`src/rtl/ivn_pkg.sv`:
```
package ivn_pkg;
  typedef enum logic [1:0] {LS_I = 2'd0, LS_S = 2'd1, LS_E = 2'd2, LS_M = 2'd3} line_st_t;
  typedef enum logic [1:0] {MK_DONE = 2'd0, MK_DATA = 2'd1, MK_SWB = 2'd2} msg_kind_t;
  localparam int NUM_PORTS = 2;
endpackage

```
`src/rtl/ivn_line_store.sv`:
```
module ivn_line_store
  import ivn_pkg::*;
#(
  parameter int ADDR_W = 6,
  parameter int DATA_W = 64
) (
  input  logic              clk,
  input  logic              pre_we,
  input  logic [ADDR_W-1:0] pre_addr,
  input  logic [1:0]        pre_state,
  input  logic [DATA_W-1:0] pre_data,
  input  logic              dg_we,
  input  logic [ADDR_W-1:0] dg_addr,
  input  logic              rd_en,
  input  logic [ADDR_W-1:0] rd_addr,
  output logic [1:0]        rd_state,
  output logic [DATA_W-1:0] rd_data
);
  localparam int DEPTH = 1 << ADDR_W;

  logic [1:0]        st_mem  [DEPTH];
  logic [DATA_W-1:0] dat_mem [DEPTH];

  // State array: one write port, downgrade wins over preload.
  always_ff @(posedge clk) begin
    if (dg_we)       st_mem[dg_addr]  <= LS_S;
    else if (pre_we) st_mem[pre_addr] <= pre_state;
    if (rd_en)       rd_state <= st_mem[rd_addr];
  end

  // Data array: written only by preload, registered read.
  always_ff @(posedge clk) begin
    if (pre_we) dat_mem[pre_addr] <= pre_data;
    if (rd_en)  rd_data <= dat_mem[rd_addr];
  end
endmodule

```
`src/rtl/ivn_msg_slot.sv`:
```
module ivn_msg_slot #(
  parameter int NODE_W = 4,
  parameter int ADDR_W = 6,
  parameter int DATA_W = 64
) (
  input  logic              clk,
  input  logic              rst,
  input  logic              load,
  input  logic [NODE_W-1:0] ld_dest,
  input  logic [1:0]        ld_kind,
  input  logic [ADDR_W-1:0] ld_addr,
  input  logic [DATA_W-1:0] ld_data,
  output logic              out_valid,
  input  logic              out_ready,
  output logic [NODE_W-1:0] out_dest,
  output logic [1:0]        out_kind,
  output logic [ADDR_W-1:0] out_addr,
  output logic [DATA_W-1:0] out_data,
  output logic              drain
);
  always_ff @(posedge clk) begin
    if (rst) begin
      out_valid <= 1'b0;
    end else if (load) begin
      out_valid <= 1'b1;
    end else if (out_valid && out_ready) begin
      out_valid <= 1'b0;
    end
  end

  always_ff @(posedge clk) begin
    if (load) begin
      out_dest <= ld_dest;
      out_kind <= ld_kind;
      out_addr <= ld_addr;
      out_data <= ld_data;
    end
  end

  // Slot will be empty after this edge.
  assign drain = !out_valid || out_ready;
endmodule

```
`src/rtl/ivn_ctrl.sv`:
```
module ivn_ctrl
  import ivn_pkg::*;
#(
  parameter int ADDR_W = 6,
  parameter int NODE_W = 4,
  parameter int DATA_W = 64
) (
  input  logic              clk,
  input  logic              rst,
  input  logic              ivn_valid,
  output logic              ivn_ready,
  input  logic [ADDR_W-1:0] ivn_addr,
  input  logic [NODE_W-1:0] ivn_req_id,
  input  logic [NODE_W-1:0] ivn_home_id,
  output logic              rd_en,
  output logic [ADDR_W-1:0] rd_addr,
  input  logic [1:0]        rd_state,
  input  logic [DATA_W-1:0] rd_data,
  output logic              dg_we,
  output logic [ADDR_W-1:0] dg_addr,
  output logic              slot_load,
  output logic [1:0]        kind_rq,
  output logic [1:0]        kind_hm,
  output logic [DATA_W-1:0] payload,
  output logic [NODE_W-1:0] req_q,
  output logic [NODE_W-1:0] home_q,
  output logic [ADDR_W-1:0] addr_q,
  input  logic              drain_ok
);
  typedef enum logic [1:0] {C_IDLE, C_LOOK, C_SEND} cst_t;

  cst_t     st;
  line_st_t line;
  logic     accept, dirty, owned;

  assign ivn_ready = (st == C_IDLE);
  assign accept    = ivn_valid && ivn_ready;
  assign rd_en     = accept;
  assign rd_addr   = ivn_addr;

  always_ff @(posedge clk) begin
    if (rst) begin
      st <= C_IDLE;
    end else begin
      case (st)
        C_IDLE:  if (accept) st <= C_LOOK;
        C_LOOK:  st <= C_SEND;
        C_SEND:  if (drain_ok) st <= C_IDLE;
        default: st <= C_IDLE;
      endcase
    end
  end

  always_ff @(posedge clk) begin
    if (accept) begin
      addr_q <= ivn_addr;
      req_q  <= ivn_req_id;
      home_q <= ivn_home_id;
    end
  end

  always_comb begin
    line      = line_st_t'(rd_state);
    dirty     = (line == LS_M);
    owned     = (line == LS_M) || (line == LS_E);
    slot_load = (st == C_LOOK);
    dg_we     = slot_load && owned;
    dg_addr   = addr_q;
    kind_rq   = dirty ? MK_DATA : MK_DONE;
    kind_hm   = dirty ? MK_SWB  : MK_DONE;
    payload   = dirty ? rd_data : '0;
  end
endmodule

```
`src/rtl/ivn_responder.sv`:
```
module ivn_responder
  import ivn_pkg::*;
#(
  parameter int ADDR_W = 6,
  parameter int NODE_W = 4,
  parameter int DATA_W = 64
) (
  input  logic              clk,
  input  logic              rst,
  input  logic              ivn_valid,
  output logic              ivn_ready,
  input  logic [ADDR_W-1:0] ivn_addr,
  input  logic [NODE_W-1:0] ivn_req_id,
  input  logic [NODE_W-1:0] ivn_home_id,
  input  logic              pre_we,
  input  logic [ADDR_W-1:0] pre_addr,
  input  logic [1:0]        pre_state,
  input  logic [DATA_W-1:0] pre_data,
  output logic              rq_valid,
  input  logic              rq_ready,
  output logic [NODE_W-1:0] rq_dest,
  output logic [1:0]        rq_kind,
  output logic [ADDR_W-1:0] rq_addr,
  output logic [DATA_W-1:0] rq_data,
  output logic              hm_valid,
  input  logic              hm_ready,
  output logic [NODE_W-1:0] hm_dest,
  output logic [1:0]        hm_kind,
  output logic [ADDR_W-1:0] hm_addr,
  output logic [DATA_W-1:0] hm_data
);
  logic              rd_en, dg_we, slot_load;
  logic [ADDR_W-1:0] rd_addr, dg_addr, addr_q;
  logic [1:0]        rd_state, kind_rq, kind_hm;
  logic [DATA_W-1:0] rd_data, payload;
  logic [NODE_W-1:0] req_q, home_q;

  // Slot 0 goes to the requester, slot 1 to home.
  logic [NODE_W-1:0] s_ld_dest [NUM_PORTS];
  logic [1:0]        s_ld_kind [NUM_PORTS];
  logic              s_valid   [NUM_PORTS];
  logic              s_ready   [NUM_PORTS];
  logic [NODE_W-1:0] s_dest    [NUM_PORTS];
  logic [1:0]        s_kind    [NUM_PORTS];
  logic [ADDR_W-1:0] s_addr    [NUM_PORTS];
  logic [DATA_W-1:0] s_data    [NUM_PORTS];
  logic [NUM_PORTS-1:0] s_drain;

  ivn_line_store #(.ADDR_W(ADDR_W), .DATA_W(DATA_W)) u_store (
    .clk(clk), .pre_we(pre_we), .pre_addr(pre_addr), .pre_state(pre_state),
    .pre_data(pre_data), .dg_we(dg_we), .dg_addr(dg_addr), .rd_en(rd_en),
    .rd_addr(rd_addr), .rd_state(rd_state), .rd_data(rd_data)
  );

  ivn_ctrl #(.ADDR_W(ADDR_W), .NODE_W(NODE_W), .DATA_W(DATA_W)) u_ctrl (
    .clk(clk), .rst(rst), .ivn_valid(ivn_valid), .ivn_ready(ivn_ready),
    .ivn_addr(ivn_addr), .ivn_req_id(ivn_req_id), .ivn_home_id(ivn_home_id),
    .rd_en(rd_en), .rd_addr(rd_addr), .rd_state(rd_state), .rd_data(rd_data),
    .dg_we(dg_we), .dg_addr(dg_addr), .slot_load(slot_load),
    .kind_rq(kind_rq), .kind_hm(kind_hm), .payload(payload),
    .req_q(req_q), .home_q(home_q), .addr_q(addr_q), .drain_ok(&s_drain)
  );

  assign s_ld_dest[0] = req_q;
  assign s_ld_dest[1] = home_q;
  assign s_ld_kind[0] = kind_rq;
  assign s_ld_kind[1] = kind_hm;
  assign s_ready[0]   = rq_ready;
  assign s_ready[1]   = hm_ready;

  for (genvar g = 0; g < NUM_PORTS; g++) begin : g_slot
    ivn_msg_slot #(.NODE_W(NODE_W), .ADDR_W(ADDR_W), .DATA_W(DATA_W)) u_slot (
      .clk(clk), .rst(rst), .load(slot_load), .ld_dest(s_ld_dest[g]),
      .ld_kind(s_ld_kind[g]), .ld_addr(addr_q), .ld_data(payload),
      .out_valid(s_valid[g]), .out_ready(s_ready[g]), .out_dest(s_dest[g]),
      .out_kind(s_kind[g]), .out_addr(s_addr[g]), .out_data(s_data[g]),
      .drain(s_drain[g])
    );
  end

  assign rq_valid = s_valid[0];
  assign rq_dest  = s_dest[0];
  assign rq_kind  = s_kind[0];
  assign rq_addr  = s_addr[0];
  assign rq_data  = s_data[0];
  assign hm_valid = s_valid[1];
  assign hm_dest  = s_dest[1];
  assign hm_kind  = s_kind[1];
  assign hm_addr  = s_addr[1];
  assign hm_data  = s_data[1];
endmodule

```
`config.mk`:
```
export PLATFORM = sky130hd
export DESIGN_NAME = ivn_responder
export DESIGN_NICKNAME = d
export VERILOG_FILES = /design/src/rtl/ivn_pkg.sv /design/src/rtl/ivn_line_store.sv /design/src/rtl/ivn_msg_slot.sv /design/src/rtl/ivn_ctrl.sv /design/src/rtl/ivn_responder.sv
export SDC_FILE = /design/constraint.sdc
export NUM_CORES = 2
export LEC_CHECK = 0
export BUFFER_PORTS_ARGS = -buffer_cell sky130_fd_sc_hd__buf_4
export CORE_MARGIN = 5
export CORE_UTILIZATION = 50
export CTS_CLUSTER_SIZE = 24
export DETAILED_ROUTE_END_ITERATION = 10
export PLACE_DENSITY = 0.68
export SLEW_MARGIN = 40
export SYNTH_ARGS = -nofsm -noshare
export SYNTH_HDL_FRONTEND = slang
export SYNTH_HIERARCHICAL = 1
export SYNTH_MEMORY_MAX_BITS = 65536
export SYNTH_SLANG_ARGS = --single-unit
```
`constraint.sdc`:
```
create_clock -name clk -period 6.6 [get_ports clk]
set_input_delay 0.99 -clock clk [delete_from_list [all_inputs] [get_ports clk]]
set_output_delay 0.99 -clock clk [all_outputs]
set_load 0.01 [all_outputs]
```
== Yosys cells after proc, flatten, opt, wreduce, memory -nomap -nowiden ==
Memory sizes are Yosys's and may differ from the RTL's. A register that Yosys moved wholly into a read port is not among the register bits.
Cells that the tools add are included.

* RAM bits: 4224
* Input port bits: 92
* Flip-flop bits (word level): 100
* Output and inout port bits: 155
* Memories: 2
* Word-level logic and storage cells: 53

{| class="wikitable"
|+ Memory list
! name !! depth !! bits a word !! read ports !! clocked after Yosys merged registers in !! write ports !! RTL line !! source
|-
| u_store.dat_mem || 64 || 64 || 1 || 1 || 1 || ivn_line_store.sv:22 || <nowiki>logic [DATA_W-1:0] dat_mem [DEPTH];</nowiki>
|-
| u_store.st_mem || 64 || 2 || 1 || 1 || 1 || ivn_line_store.sv:21 || <nowiki>logic [1:0] st_mem [DEPTH];</nowiki>
|}

* Reduce and logical (&&, ||, !) cells: 15
* Multiplexer cells: 18
* Equality and inequality tests: 6

{| class="wikitable"
|+ Operator list
! kind !! number
|-
| 1-bit two-way mux || 12
|-
| 2-bit two-way mux || 4
|-
| 2-bit equality test, second input constant || 3
|-
| 6-bit two-way mux || 1
|-
| 2-bit one-hot mux with 3 select lines || 1
|-
| 1-bit logical AND || 4
|-
| 2-bit AND reduction || 2
|-
| 2-bit nonzero test || 2
|-
| 1-bit logical OR || 3
|-
| 2-bit by 1-bit equality test with 1-bit output, second input constant || 1
|-
| 1-bit zero test || 2
|-
| 2-bit zero test || 1
|-
| 2-bit by 1-bit inequality test with 1-bit output, second input constant || 1
|-
| 2-bit inequality test, second input constant || 1
|-
| 2-bit OR reduction || 1
|}

== Depth between registers and ports, before layout ==
* Depth in word-level cells: 7
* Gate-level depth with buffers: 11
* Gate-level depth less buffers: 7

== By module ==
Netlist, hierarchy kept.

{| class="wikitable"
|+ By module, submodules not included
! module !! area an instance (µm²) !! times used !! cells an instance !! seq. area each (µm²)
|-
| ivn_line_store || 161782.7 || 1 || 6831 || 128823.6
|-
| ivn_msg_slot || 2328.5 || 2 || 80 || 2302.2
|-
| ivn_ctrl || 1199.9 || 1 || 119 || 460.4
|-
| ivn_responder || 6.3 || 1 || 1 || 0.0
|}

== Worst setup path after synthesis ==
No wires, ideal clock.

* Kind: input to register
* From: input pre_addr[3]
* To: memory u_store.dat_mem[60][0] (enable)
* Setup time: 0.565 ns
* Path buffers: 1
* Arrival time: 5.911 ns
* Data required time: 6.035 ns
* Stages: 4
* Path slack: 0.125 ns
* Cell sequence: clkbuf_1 and4_1 nand2_1 nor3_1

{| class="wikitable"
|+ RTL lines
! what !! RTL line !! source
|-
| start: declaration || ivn_responder.sv:16 || <nowiki>input logic [ADDR_W-1:0] pre_addr,</nowiki>
|-
| end: declaration || ivn_line_store.sv:22 ||
|}

Straight into the memory's write port.

== Worst setup path after layout ==
* From: register u_ctrl.st[0]
* To: memory u_store.st_mem[28][0] (enable)

* Word-level cells in the longest chain between the ends: 6
* Elaborated cells on any way between the ends: 9
* Those cells by class: eq/ne (1); mux (6); reduce/logical (2)

{| class="wikitable"
|+ RTL lines
! what !! RTL line !! source
|-
| start: declaration || ivn_ctrl.sv:32 || <nowiki>cst_t st;</nowiki>
|-
| start signal: assignment || ivn_ctrl.sv:43 || <nowiki>st <= C_IDLE;</nowiki>
|-
| start signal: assignment || ivn_ctrl.sv:46 || <nowiki>C_IDLE: if (accept) st <= C_LOOK;</nowiki>
|-
| start signal: assignment || ivn_ctrl.sv:47 || <nowiki>C_LOOK: st <= C_SEND;</nowiki>
|-
| 2-bit by 1-bit equality test with 1-bit output (*) || ivn_ctrl.sv:66 || <nowiki>slot_load = (st == C_LOOK);</nowiki>
|-
| net slot_load || ivn_responder.sv:32 || <nowiki>logic rd_en, dg_we, slot_load;</nowiki>
|-
| 1-bit logical AND (*) || ivn_ctrl.sv:67 || <nowiki>dg_we = slot_load && owned;</nowiki>
|-
| net dg_we || ivn_responder.sv:32 ||
|-
| 1-bit two-way mux || ivn_line_store.sv:26 || <nowiki>if (dg_we) st_mem[dg_addr] <= LS_S;</nowiki>
|-
| 1-bit two-way mux (not written as such) || ivn_line_store.sv:27 || <nowiki>else if (pre_we) st_mem[pre_addr] <= pre_state;</nowiki>
|-
| 2-bit OR reduction (no source line) || n/a ||
|-
| 6-bit two-way mux (no source line) or 1-bit two-way mux (tied branches) || n/a ||
|-
| end: declaration || ivn_line_store.sv:21 ||
|}

Mark *: on every way through the listed nets, which the timed path passes. The rest lies on a longest branch.

==> impl_metrics.yaml <==
run_status:
  status: "complete, no violations"
clock_network:
  clock_path_buffers: 4
  postCtsSetupBuffers: 0
  clkLatencyLatePin_ns: 1.01
  cts_tree: "yes"
  cts_root_buf: "clkbuf_16"
  cts_sinks: 4460
  clk_pin_slew_ns: 0.06
  hold_buffers: 0
  cts_resized: 0
  cts_inserted_buffers: 435
  htreeDepth: 5
min_path:
  min_path_type: "in -> reg"
  hold_path_depth: 1
logic_synthesis:
  ys_seq_area_frac: 0.799
  synth-edff-count: 4456
  synth-seq-cells: 4460
  yosysTopAreaCellShare: 0.798
  yosys_most_used_dff: "edfxtp_1"
  ys_types: 47
  syn_inst: 7111
  synth.area.top_cells: "edfxtp_1 80%, mux4_2 14%, a22oi_1 1.2%, mux2i_1 0.59%, o221ai_1 0.46%"
  async_flop_share: 0
  ys_warn_count: 6
  synth_area_sq_mm: 0.168
  yosysTopAreaCell: "edfxtp_1"
  syn_area_per_cell_sq_um: 23.6
sta:
  max_freq_ghz: 0.269
  finalSetupViolCount: 0
  slew_violations: 0
  hold_violations: 0
  rsz0062_at_grt: "false"
  tightest_slew_ns: 0.928
  finClkSkew_ns: 0.0687
  fin_tns_setup_ns: 0
  min_period_over_period: 0.562
  max-slew-margin-rel: 0.381
  min_period_ns: 3.71
worst_setup_path:
  cp_data_required_time_ns: 7.26
  crit_slowest_cell: "mux2i_1"
  path_depth: 7
  cp-end-kind: "flop"
  crit_end: "u_store/st_mem[28][0]"
  r2r-start: "u_ctrl/st[0]"
  cp_common_cell: "nand2b_1"
  path_class: "reg -> reg"
  cpPeakStageDelay_ns: 0.60
  arrival_ns: 4.37
  reg2reg_slack_ns: 2.89
  startpoint_type: "flop"
  critPathLaunch: "u_ctrl/st[0]"
  critical_path.cell_chain: "nor2b_4 > and2_1 > nand2b_1 > mux2i_1 > nand2b_1 > nand2b_1 > nor2_1"
  worst-path-buf-inv: 0
  worst_r2r_endpoint: "u_store/st_mem[28][0]"
  path_delay_family: "simple AND/OR/NAND/NOR gates"
  critical_path.max_fanout: 12
  worstRegToRegCells: 7
final_layout:
  final_cell_mix: "4456 x edfxtp_1, 1056 x mux4_2, 439 x clkbuf_16, 370 x buf_4, 262 x a22oi_1"
  drive_above_1_share: 0.283
  final_nets: 7722
  layout_commonest_cell: "edfxtp_1"
  final_cells: 12400
  register_area_sq_mm: 0.134
  fin_util: 0.571
  fillers: 23500
  syn_to_final_growth_pct: 13.7
  multiInputGateArea_sq_mm: 0.0321
pwr:
  power.density_mw_per_mm2: 306
  peakVddDrop_mv: 0.285
  p_leak_nw: 59.4
die:
  fp.dieW_um: 589
  io-pin-count: 247
  rows: 212
  die_y_um: 589
  core_sq_mm: 0.334
  floorplan.initialDensity: 0.502
  fp.dieArea_sq_mm: 0.347
placed_design:
  place_congestion: 0.800
  dpl.cell_count: 11600
  io_buffers: 246
  dp_hpwl_mm: 247
global_routing:
  antenna_found_initial: 36
  grt-ovfl-total: 0
  grt_max_degree: 100
  first_global_vias: 82400
  track_usage: 0.264
  grt_pass1_wl_mm: 647
detailed_routing:
  vias_per_cell: 6.70
  wirelength_mm: 462
  routed-via-count: 83000
  drtAntennaViolNets: 0
  drc: 0
  drt_iter0_drc: 11500
  wire_per_inst_um: 37.3
  drtPass1Iterations: 6
run:
  drv_cap: 0
[registers in the layout (all words and copies together) (netlist names)]
name and count:
g_slot.u_slot/out_addr 12, g_slot.u_slot/out_data 128, g_slot.u_slot/out_dest 8, g_slot.u_slot/out_kind 4, g_slot.u_slot/out_valid 2, u_ctrl/addr_q 6, u_ctrl/home_q 4, u_ctrl/req_q 4
u_ctrl/st 2, u_store/dat_mem 4096, u_store/rd_data 64, u_store/rd_state 2, u_store/st_mem 128
[worst min path at each step]
stage                                         endpoint             start  slack [ns]
after global routing                  u_ctrl/home_q[2]    ivn_home_id[2]        0.14
after floorplan           g_slot[0].u_slot/out_dest[0]   u_ctrl/req_q[0]        0.40
after detailed placement  g_slot[0].u_slot/out_dest[2]   u_ctrl/req_q[2]        0.40
after CTS                             u_ctrl/home_q[2]    ivn_home_id[2]        0.12
after global placement    g_slot[1].u_slot/out_dest[0]  u_ctrl/home_q[0]        0.40
final                                 u_ctrl/home_q[2]    ivn_home_id[2]        0.19
[cell usage after synthesis, drive strengths merged, types with 3 or more instances]
cell    number
inv          5
or3          3
nand2       22
nand3b       4
edfxtp    4456
o221ai      89
a31oi       27
buf        256
or3b         3
nor2b       33
clkbuf     165
a211o       17
nand3      113
dfxtp        4
o21ai       42
and3       107
o22ai      107
nand2b      24
a211oi      24
a22oi      262
or2          7
mux2i       98
nor2       136
and2         7
a21oi       28
mux4      1056
[stage by stage]
step / setup slack, ns / total power, mW / cell area (sq um) / hold WS (ns)
2_1_floorplan: 0.125 / 33.7 / 168000 / 0.400
3_3_place_gp: 1.99 / 34.9 / 176000 / 0.401
3_5_place_dp: 2.32 / 35.0 / 177000 / 0.405
4_1_cts: 3.03 / 58.7 / 190000 / 0.124
5_1_grt: 2.80 / 60.1 / 191000 / 0.135
6_report: 2.89 / 58.4 / 191000 / 0.190
[report_power, final]
group	total [mW]	internal [mW]	switching, mW
registers	31.6	31.5	0.136
logic	2.75	0.999	1.76
clock network	24.0	13.5	10.5
[metal layers]
metal | routed length (um) | vias to the layer above | global-route usage
met3 | 48700 | 996 | 0.0512
met4 | 21700 | 4 | 0.113
li1 | - | 31800 | -
met2 | 226000 | 5435 | 0.426
met1 | 165000 | 44800 | 0.356
met5 | 25 | - | 0
[cells by family (layout without fill, tap and decap cells)]
logic type	Yosys count	count (layout)	synth area share
mux	1156	1156	0.148
compound gates	600	600	0.0257
flops	4460	4460	0.799
simple gates	468	468	0.0145
other cells	1	20	0.0000224
buf+inv	426	1300	0.0132
[area by class of cell]
| cell class | instances | share of cell area |
|---|---|---|
| Timing Repair Buffer | 502 | 0.0279 |
| Inverter | 5 | 0.0000985 |
| Clock inverter | 268 | 0.0128 |
| Clock buffer | 525 | 0.0593 |
| Tap cell | 4387 | 0.0288 |
| Multi-Input combinational cell | 2226 | 0.169 |
| Sequential cell | 4460 | 0.702 |
| Antenna cell | 18 | 0.000236 |
Power figures use the tool's default switching activity.
